--- src/rtl/wbc_pkg.sv ---
package wbc_pkg;
  typedef enum logic [1:0] {
    PS_WAIT = 2'd0,
    PS_LOAD = 2'd1,
    PS_RUN  = 2'd2
  } pwr_state_e;

  typedef enum logic [1:0] {
    RSEL_ZERO  = 2'd0,
    RSEL_NV    = 2'd1,
    RSEL_WIPER = 2'd2,
    RSEL_CTRL  = 2'd3
  } rd_sel_e;
endpackage

--- src/rtl/wbc_nv_store.sv ---
module wbc_nv_store #(
  parameter int unsigned DATA_W = 8,
  parameter int unsigned DEPTH = 8,
  parameter int unsigned NUM_IV = 2,
  parameter int unsigned AW = $clog2(DEPTH),
  parameter logic [DATA_W-1:0] IV_DEFAULT = 8'h80
) (
  input  logic                          clk_i,
  input  logic                          rst_ni,
  input  logic                          we_i,
  input  logic [AW-1:0]                 waddr_i,
  input  logic [DATA_W-1:0]             wdata_i,
  output logic [DEPTH-1:0][DATA_W-1:0]  mem_o
);
  logic [DATA_W-1:0] mem_q [DEPTH];

  for (genvar g = 0; g < DEPTH; g++) begin : g_byte
    localparam logic [DATA_W-1:0] RST_VAL = (g < NUM_IV) ? IV_DEFAULT : '0;
    always_ff @(posedge clk_i or negedge rst_ni) begin
      if (!rst_ni)                              mem_q[g] <= RST_VAL;
      else if (we_i && (waddr_i == AW'(g)))     mem_q[g] <= wdata_i;
    end
    assign mem_o[g] = mem_q[g];
  end
endmodule

--- src/rtl/wbc_pwrup_seq.sv ---
module wbc_pwrup_seq
  import wbc_pkg::*;
(
  input  logic clk_i,
  input  logic rst_ni,
  input  logic supply_ok_i,
  output logic preset_o,
  output logic load_o,
  output logic ready_o
);
  pwr_state_e state_q, state_d;

  always_comb begin
    state_d = state_q;
    unique case (state_q)
      PS_WAIT: if (supply_ok_i) state_d = PS_LOAD;
      PS_LOAD: state_d = PS_RUN;
      PS_RUN:  if (!supply_ok_i) state_d = PS_WAIT;
      default: state_d = PS_WAIT;
    endcase
  end

  always_ff @(posedge clk_i or negedge rst_ni) begin
    if (!rst_ni) state_q <= PS_WAIT;
    else         state_q <= state_d;
  end

  // preset on entry to and during wait, so wipers never lag ready_o
  assign preset_o = (state_d == PS_WAIT);
  assign load_o   = (state_q == PS_LOAD);
  assign ready_o  = (state_q == PS_RUN);
endmodule

--- src/rtl/wbc_access_dec.sv ---
module wbc_access_dec
  import wbc_pkg::*;
#(
  parameter int unsigned DATA_W = 8,
  parameter int unsigned ADDR_W = 4,
  parameter int unsigned NV_DEPTH = 8,
  parameter int unsigned NUM_WIPERS = 2,
  parameter logic [DATA_W-1:0] CTRL_NV = 8'h00,
  parameter logic [DATA_W-1:0] CTRL_VOL = 8'h80
) (
  input  logic                  ready_i,
  input  logic                  wr_i,
  input  logic                  rd_i,
  input  logic [ADDR_W-1:0]     addr_i,
  input  logic [DATA_W-1:0]     wdata_i,
  input  logic [DATA_W-1:0]     ctrl_i,
  output logic                  nv_we_o,
  output logic [NUM_WIPERS-1:0] wiper_we_o,
  output logic                  ctrl_we_o,
  output logic                  rd_en_o,
  output rd_sel_e               rd_sel_o
);
  localparam logic [ADDR_W-1:0] WIP_END   = ADDR_W'(NUM_WIPERS);
  localparam logic [ADDR_W-1:0] RSVD_ADDR = ADDR_W'(NV_DEPTH - 1);
  localparam logic [ADDR_W-1:0] CTRL_ADDR = ADDR_W'(NV_DEPTH);

  logic wr_ok, is_wip, is_gp, is_ctrl, nv_mode, vol_mode;

  assign wr_ok    = ready_i && wr_i;
  assign rd_en_o  = ready_i && rd_i;
  assign is_wip   = addr_i < WIP_END;
  assign is_gp    = (addr_i >= WIP_END) && (addr_i < RSVD_ADDR);
  assign is_ctrl  = addr_i == CTRL_ADDR;
  assign nv_mode  = ctrl_i == CTRL_NV;
  assign vol_mode = ctrl_i == CTRL_VOL;

  assign nv_we_o   = wr_ok && nv_mode && (is_wip || is_gp);
  assign ctrl_we_o = wr_ok && is_ctrl && ((wdata_i == CTRL_NV) || (wdata_i == CTRL_VOL));

  for (genvar g = 0; g < NUM_WIPERS; g++) begin : g_wwe
    assign wiper_we_o[g] = wr_ok && (addr_i == ADDR_W'(g)) && (nv_mode || vol_mode);
  end

  always_comb begin
    rd_sel_o = RSEL_ZERO;
    if (is_wip && nv_mode)       rd_sel_o = RSEL_NV;
    else if (is_wip && vol_mode) rd_sel_o = RSEL_WIPER;
    else if (is_gp && nv_mode)   rd_sel_o = RSEL_NV;
    else if (is_ctrl)            rd_sel_o = RSEL_CTRL;
  end
endmodule

--- src/rtl/wiper_bank_ctrl.sv ---
module wiper_bank_ctrl
  import wbc_pkg::*;
#(
  parameter int unsigned DATA_W = 8,
  parameter int unsigned ADDR_W = 4,
  parameter int unsigned NV_DEPTH = 8,
  parameter logic [DATA_W-1:0] PRESET = 8'h80,
  parameter logic [DATA_W-1:0] CTRL_VOL = 8'h80
) (
  input  logic              clk_i,
  input  logic              rst_ni,
  input  logic              supply_ok_i,
  input  logic [ADDR_W-1:0] addr_i,
  input  logic [DATA_W-1:0] wdata_i,
  input  logic              wr_i,
  input  logic              rd_i,
  output logic [DATA_W-1:0] rdata_o,
  output logic [DATA_W-1:0] wiper0_o,
  output logic [DATA_W-1:0] wiper1_o,
  output logic              ready_o
);
  localparam int unsigned NUM_WIPERS = 2;
  localparam int unsigned NV_AW = $clog2(NV_DEPTH);
  localparam int unsigned WIX_W = $clog2(NUM_WIPERS);
  localparam logic [DATA_W-1:0] CTRL_NV = '0;

  logic preset, load, ready;
  logic nv_we, ctrl_we, rd_en;
  logic [NUM_WIPERS-1:0] wiper_we;
  rd_sel_e rd_sel;
  logic [NV_DEPTH-1:0][DATA_W-1:0] nv_mem;
  logic [NUM_WIPERS-1:0][DATA_W-1:0] wiper_q;
  logic [DATA_W-1:0] ctrl_q, rdata_q, rdata_d;

  wbc_pwrup_seq i_seq (
    .clk_i, .rst_ni, .supply_ok_i,
    .preset_o(preset), .load_o(load), .ready_o(ready)
  );

  wbc_access_dec #(
    .DATA_W(DATA_W), .ADDR_W(ADDR_W), .NV_DEPTH(NV_DEPTH),
    .NUM_WIPERS(NUM_WIPERS), .CTRL_NV(CTRL_NV), .CTRL_VOL(CTRL_VOL)
  ) i_dec (
    .ready_i(ready), .wr_i, .rd_i, .addr_i, .wdata_i, .ctrl_i(ctrl_q),
    .nv_we_o(nv_we), .wiper_we_o(wiper_we), .ctrl_we_o(ctrl_we),
    .rd_en_o(rd_en), .rd_sel_o(rd_sel)
  );

  wbc_nv_store #(
    .DATA_W(DATA_W), .DEPTH(NV_DEPTH), .NUM_IV(NUM_WIPERS),
    .AW(NV_AW), .IV_DEFAULT(PRESET)
  ) i_nv (
    .clk_i, .rst_ni, .we_i(nv_we), .waddr_i(addr_i[NV_AW-1:0]),
    .wdata_i, .mem_o(nv_mem)
  );

  for (genvar g = 0; g < NUM_WIPERS; g++) begin : g_wiper
    always_ff @(posedge clk_i or negedge rst_ni) begin
      if (!rst_ni)          wiper_q[g] <= PRESET;
      else if (preset)      wiper_q[g] <= PRESET;
      else if (load)        wiper_q[g] <= nv_mem[g];
      else if (wiper_we[g]) wiper_q[g] <= wdata_i;
    end
  end

  always_ff @(posedge clk_i or negedge rst_ni) begin
    if (!rst_ni)      ctrl_q <= CTRL_NV;
    else if (ctrl_we) ctrl_q <= wdata_i;
  end

  always_comb begin
    unique case (rd_sel)
      RSEL_NV:    rdata_d = nv_mem[addr_i[NV_AW-1:0]];
      RSEL_WIPER: rdata_d = wiper_q[addr_i[WIX_W-1:0]];
      RSEL_CTRL:  rdata_d = ctrl_q;
      default:    rdata_d = '0;
    endcase
  end

  always_ff @(posedge clk_i or negedge rst_ni) begin
    if (!rst_ni)    rdata_q <= '0;
    else if (rd_en) rdata_q <= rdata_d;
  end

  assign rdata_o  = rdata_q;
  assign wiper0_o = wiper_q[0];
  assign wiper1_o = wiper_q[1];
  assign ready_o  = ready;
endmodule

--- config.mk ---
export PLATFORM = sky130hd
export DESIGN_NAME = wiper_bank_ctrl
export DESIGN_NICKNAME = d
export VERILOG_FILES = /design/src/rtl/wbc_pkg.sv /design/src/rtl/wbc_nv_store.sv /design/src/rtl/wbc_pwrup_seq.sv /design/src/rtl/wbc_access_dec.sv /design/src/rtl/wiper_bank_ctrl.sv
export SDC_FILE = /design/constraint.sdc
export NUM_CORES = 1
export LEC_CHECK = 0
export CAP_MARGIN = 20
export CORE_MARGIN = 3
export CORE_UTILIZATION = 57
export DETAILED_ROUTE_END_ITERATION = 7
export PLACE_DENSITY = 0.79
export SYNTH_ARGS = -nofsm -noshare
export SYNTH_HDL_FRONTEND = slang
export SYNTH_SLANG_ARGS = --single-unit
--- constraint.sdc ---
create_clock -name clk_i -period 2.05 [get_ports clk_i]
set_clock_uncertainty 0.05 [all_clocks]
set_input_delay 0.3075 -clock clk_i [delete_from_list [all_inputs] [get_ports clk_i]]
set_output_delay 0.3075 -clock clk_i [all_outputs]
set_load 0.1 [all_outputs]
* Word level (Yosys, flattened, before mapping)
Index checks and enable logic that the tools add are counted.
** Word-level totals
- ROM bits :: 0
- Bits in latches :: 0
- Word-level logic and storage cells :: 85
- Register bits after elaboration :: 98
- RAM bits :: 0
- Output and inout port bits :: 25
- Memories kept :: 0
** Cells by class
- Multiply operators :: 0
- Bitwise gates (word level) :: 0
- Mux-type cells :: 18
- Add/sub/neg operators :: 0
- Reductions and logical operators :: 33
- Div/mod/pow operators :: 0
- Order comparisons :: 5
- Shift operators :: 0
- Equality and inequality tests :: 16
** Operators with widths (number)
- 8-bit 2-to-1 mux :: 9
- 8-bit binary-select mux with 3-bit select :: 1
- 8-bit one-hot mux with 3 select lines :: 1
- 1-bit logical AND :: 22
- 8-bit equality test, second input constant :: 2
- 8-bit logical NOT :: 2
- 3-bit equality test, second input constant :: 4
- 2-bit 2-to-1 mux :: 6
- 2-bit equality test, second input constant :: 3
- 3-bit by 2-bit equality test with 1-bit output, second input constant :: 2
- 2-bit one-hot mux with 3 select lines :: 1
- 3-bit nonzero test :: 2
- 2-bit by 1-bit equality test with 1-bit output, second input constant :: 2
- 4-bit by 1-bit equality test with 1-bit output, second input constant :: 1
- 4-bit equality test, second input constant :: 1
- 4-bit by 2-bit greater-or-equal comparator with 1-bit output, second input constant :: 1
- 2-bit logical NOT :: 2
- 4-bit logical NOT :: 1
- 3-bit by 4-bit less-than comparator with 1-bit output, second input constant :: 1
- 4-bit by 2-bit less-than comparator with 1-bit output, second input constant :: 1
- 4-bit by 3-bit less-than comparator with 1-bit output, second input constant :: 1
- 3-bit by 1-bit equality test with 1-bit output, second input constant :: 1
- 3-bit logical NOT :: 1
- 1-bit logical OR :: 3
- 1-bit by 2-bit less-than comparator with 1-bit output, second input constant :: 1

* Depth between registers and ports, before layout
- Depth in word-level cells :: 8
- Depth in mapped cells :: 6
- Gate-level depth less buffers :: 4

* Modules after synthesis
From an unflattened synthesis, not the netlist that was laid out.
** Unflattened totals
- Cells, all modules :: 333
- Area, all modules :: 4789.6 um2
** Modules (own cells, without submodules)
- wbc_nv_store :: sequential area each 1604.0 um2, times used 1, cells an instance 143, area an instance 2454.9 um2
- wiper_bank_ctrl :: sequential area each 803.3 um2, times used 1, cells an instance 162, area an instance 2114.5 um2
- wbc_access_dec :: sequential area each 0.0 um2, times used 1, cells an instance 20, area an instance 130.1 um2
- wbc_pwrup_seq :: sequential area each 50.0 um2, times used 1, cells an instance 8, area an instance 90.1 um2

* Least setup slack after synthesis
No wires, ideal clock.
- Path kind :: reg2out
- Start point :: reg i_seq.state_q[0]
- End point :: out ready_o
- Data required time :: 1692 ps
- Slack :: -88 ps
- Arrival :: 1781 ps
- Stages on the path, launching flop included :: 2
- Cells stage by stage :: dfrtp_1 nor2b_1
** On the way
- Longest elaborated chain between the ends :: 1
** RTL lines
- start: declaration :: RTL line wbc_pwrup_seq.sv:11 : pwr_state_e state_q, state_d;
- start signal: assignment :: RTL line wbc_pwrup_seq.sv:25 : else state_q <= state_d;
- 2-bit equality test :: RTL line wbc_pwrup_seq.sv:31 : assign ready_o = (state_q == PS_RUN);
- end: declaration :: RTL line wiper_bank_ctrl.sv:20 : output logic ready_o
No other way between the ends.

* Final worst setup path
- Start point :: reg ctrl_q[1]
- End point :: reg i_nv.mem_q, in the netlist i_nv.mem_o[52]
** On the way
- Longest elaborated chain between the ends :: 4
** RTL lines
- start: declaration :: RTL line wiper_bank_ctrl.sv:33 : logic [DATA_W-1:0] ctrl_q, rdata_q, rdata_d;
- start signal: assignment :: RTL line wiper_bank_ctrl.sv:68 : else if (ctrl_we) ctrl_q <= wdata_i;
- 8-bit logical NOT :: RTL line wbc_access_dec.sv:34 : assign nv_mode = ctrl_i == CTRL_NV;
- 1-bit logical AND (2 in series) :: RTL line wbc_access_dec.sv:37 : assign nv_we_o = wr_ok && nv_mode && (is_wip || is_gp);
- 1-bit logical AND :: RTL line wbc_nv_store.sv:21 : else if (we_i && (waddr_i == AW'(g))) mem_q[g] <= wdata_i;
- end signal: indexed assignment :: RTL line wbc_nv_store.sv:21
- end: declaration :: RTL line wbc_nv_store.sv:15 : logic [DATA_W-1:0] mem_q [DEPTH];
No other way between the ends.
A chain may end at the register's enable or synchronous reset.

==> run_results.csv <==
group,metric,value,unit
run_status,outcome,"finished clean",
finish,n_antenna_cell,0,
route,wl,10500,µm
power,p_int,0.00390,W
sta,worstMarginPinSlew,0.902,ns
worst_setup_path,critical_path_required,2.24,ns
worst_setup_path,worstSetupPathType,"register to register",
placement,place.gp.congestion,0.865,
clock_network,worstSkewPairLatency,0.35,ns
global_route,grt_pass1_vias,3207,
sta,max_freq,504,MHz
power,share_comb_of_total_power,0.418,
die,dieHeight,94.5,µm
clock_network,tritoncts,"done",
finish,nets,448,
placement,hpwl,7820,µm
synthesis,syn_area_per_cell,12.3,µm²
worst_setup_path,startpoint_type,"register",
sta,maxSlewViolCount,0,
route,viasPerCell,5.95,
sta,layout_setup_ws,0.0650,ns
worst_hold_path,min_from,"i_nv.mem_o[62]",
placement,dp_slack,-0.198,ns
route,vias,3177,
route,wl_per_cell,19.7,µm
synthesis,yosysMostFrequentCell,"dfrtp_1",
die,fp.dieArea,8940,µm²
worst_setup_path,critical_path.startpoint,"ctrl_q[1]",
placement,port_buffers,41,
synthesis,synth_top_area_frac,0.493,
power,p_leak,2.49,nW
worst_setup_path,cp-end-kind,"register",
power,pwr_density_cell,1240,nW/µm²
synthesis,synth_common_cells,"dfrtp_1 (88), mux2_2 (53), nand2_1 (34), a22oi_1 (25), mux2i_1 (19)",
power,irDropWorstVdd,524,µV
synthesis,synth_warnings,0,
synthesis,synth-edff-count,0,
route,final_antenna_net_count,0,
finish,utilization,0.736,
worst_setup_path,rr_startpoint,"ctrl_q[1]",
clock_network,root_buffer,"clkbuf_8",
global_route,antenna_found_initial,0,
synthesis,async_flop_share,1.00,
sta,period_needed,1.99,ns
clock_network,clk_pin_slew,0.08,ns
global_route,grt_util_all_layers,0.257,
sta,timing.final.crit_share,0.968,
synthesis,synthTopCellsByArea,"dfrtp_1 (49%), mux2_2 (13%), mux2i_1 (4.3%), a22oi_1 (4.2%), nand2_1 (2.9%)",
worst_setup_path,cp_max_fo,8,
clock_network,cts_buffer_depth,2,
power,swShare,0.424,
route,drt_iter0_markers,210,
synthesis,yosysSeqAreaShare,0.516,
finish,syn_to_final_growth,22.0,%
die,initial_utilization,0.603,
synthesis,synth_top_area_cell,"dfrtp_1",
die,die-width,94.5,µm
route,dr.pass1.iters,5,
die,fp.coreArea,7410,µm²
synthesis,synthCells,362,
die,row_count,31,
power,power_switching,0.00287,W
global_route,grt_max_degree,53,
sta,hold_viol,0,
power,p_seq_frac,0.398,
clock_network,cts_buffers,9,
synthesis,ys_ff_latch,92,
global_route,grt_pass1_wl,17200,µm
finish,fillers,491,
synthesis,syn_area,4470,µm²
worst_setup_path,critPathArrivalTime,2.17,ns
die,io_pins,42,
route,route.detailed.drc,0,
synthesis,syn_nets,379,
clock_network,clock_sinks,92,
worst_hold_path,hold_path.class,"register to register",
sta,setup_viol,0,
power,p_clk_frac,0.184,
clock_network,htree_levels,3,
synthesis,ys.flop_type,"dfrtp_1",
finish,drive_gt1_frac,0.370,
job,maxCapViolCount,0,
synthesis,synth_cell_types,41,
global_route,overflow,0,
sta,slew_headroom,0.397,
==> placed cells by master (no fill, tap or decap), drive strengths merged <==
master | Yosys | layout
o21ai | 17 | 17
nor4b | 1 | 1
bufinv | 0 | 1
o2111ai | 2 | 2
dfstp | 4 | 4
mux2i | 19 | 19
dfrtp | 88 | 88
a22oi | 25 | 25
nand3b | 3 | 3
o22ai | 2 | 2
a41oi | 2 | 2
and2 | 9 | 9
or3b | 1 | 1
nor3 | 3 | 3
nor2 | 12 | 12
o221ai | 10 | 10
nand2b | 5 | 5
dlygate4sd3 | 0 | 1
buf | 15 | 66
and3 | 1 | 1
clkbuf | 8 | 11
or2 | 1 | 1
nand4 | 3 | 3
nor2b | 7 | 7
and3b | 1 | 1
nor4 | 6 | 6
or4 | 3 | 3
a211oi | 1 | 1
a21o | 1 | 1
o211ai | 4 | 4
nor3b | 1 | 1
nand2 | 34 | 34
mux2 | 63 | 63
clkinv | 0 | 3
clkdlybuf4s50 | 0 | 14
mux4 | 5 | 5
inv | 5 | 5
==> registers in the layout (all words and copies together) (netlist names) <==
signal	count
i_nv.mem_o	58
ctrl_q	8
i_seq.state_q	2
wiper1_o	8
wiper0_o	8
rdata_o	8
==> final cells by class <==
cell class	instances	area, µm²	share of cell area
sequential	92	2310	0.424
multi-input combinational	242	2060	0.378
timing repair buffer	81	738	0.135
clock buffer	11	151	0.0278
tap	99	124	0.0227
clock inverter	4	48.8	0.00895
inverter	5	18.8	0.00344
==> cell families after synthesis <==
| logic type | count (synthesis) | share of synthesized area |
|---|---|---|
| flip-flops | 92 | 0.516 |
| buffers and inverters | 28 | 0.0255 |
| multiplexers | 87 | 0.227 |
| AO/OA/AOI/OAI | 64 | 0.101 |
| AND/OR/NAND/NOR | 91 | 0.130 |
==> through the flow <==
step                power (W)  hold slack [ns]  TNS [ns]  std cells  cell area (µm²)
detailed placement    0.00555            0.314     -9.64        517             5200
floorplan             0.00472          -0.0381         0        362             4470
CTS                   0.00679            0.333         0        533             5410
finish                0.00677            0.332         0        534             5450
global route          0.00708            0.348   -0.0163        534             5450
global placement      0.00547            0.316     -6.20        517             5200
==> final timing paths <==
| check | slack, ns | cells after the start | to |
|---|---|---|---|
| min | 0.33 | 0 | i_nv.mem_o[62] |
| min in group asynchronous | 0.47 | 2 | wiper0_o[2] |
| max | 0.06 | 5 | i_nv.mem_o[52] |
| max in group asynchronous | 0.83 | 3 | ctrl_q[5] |
| min reg2reg | 0.33 | 0 | i_nv.mem_o[62] |
| max reg2reg | 0.06 | 5 | i_nv.mem_o[52] |
==> critical path: stages (launching register included) <==
cell and delay, ns:
dfrtp_1 0.44, nor4_4 0.32, buf_6 0.18, nand4_4 0.19
nor2_4 0.30, mux2_2 0.39
==> metal layers <==
layer / global-route usage / wire length [µm]
met1: 0.366 / 4740
met2: 0.407 / 5100
met3: 0.0319 / 433
met4: 0.0974 / 226
met5: 0 / 0
==> power groups by stage <==
stage | sequential, W | clock (W) | combinational, W
2_1_floorplan | 0.00376 | 0 | 0.000955
3_3_place_gp | 0.00270 | 0 | 0.00277
3_5_place_dp | 0.00273 | 0 | 0.00282
4_1_cts | 0.00269 | 0.00126 | 0.00283
5_1_grt | 0.00277 | 0.00134 | 0.00297
6_report | 0.00270 | 0.00124 | 0.00283
==> what timing repair did <==
item / CTS / global route
endpoints found under the hold margin: 46 / 0
hold buffers: 1 / 0
buffers inserted: 0 / 1
endpoints found under the setup margin: 0 / 40
gates resized for setup: 0 / 5
Power figures use the tool's default switching activity.
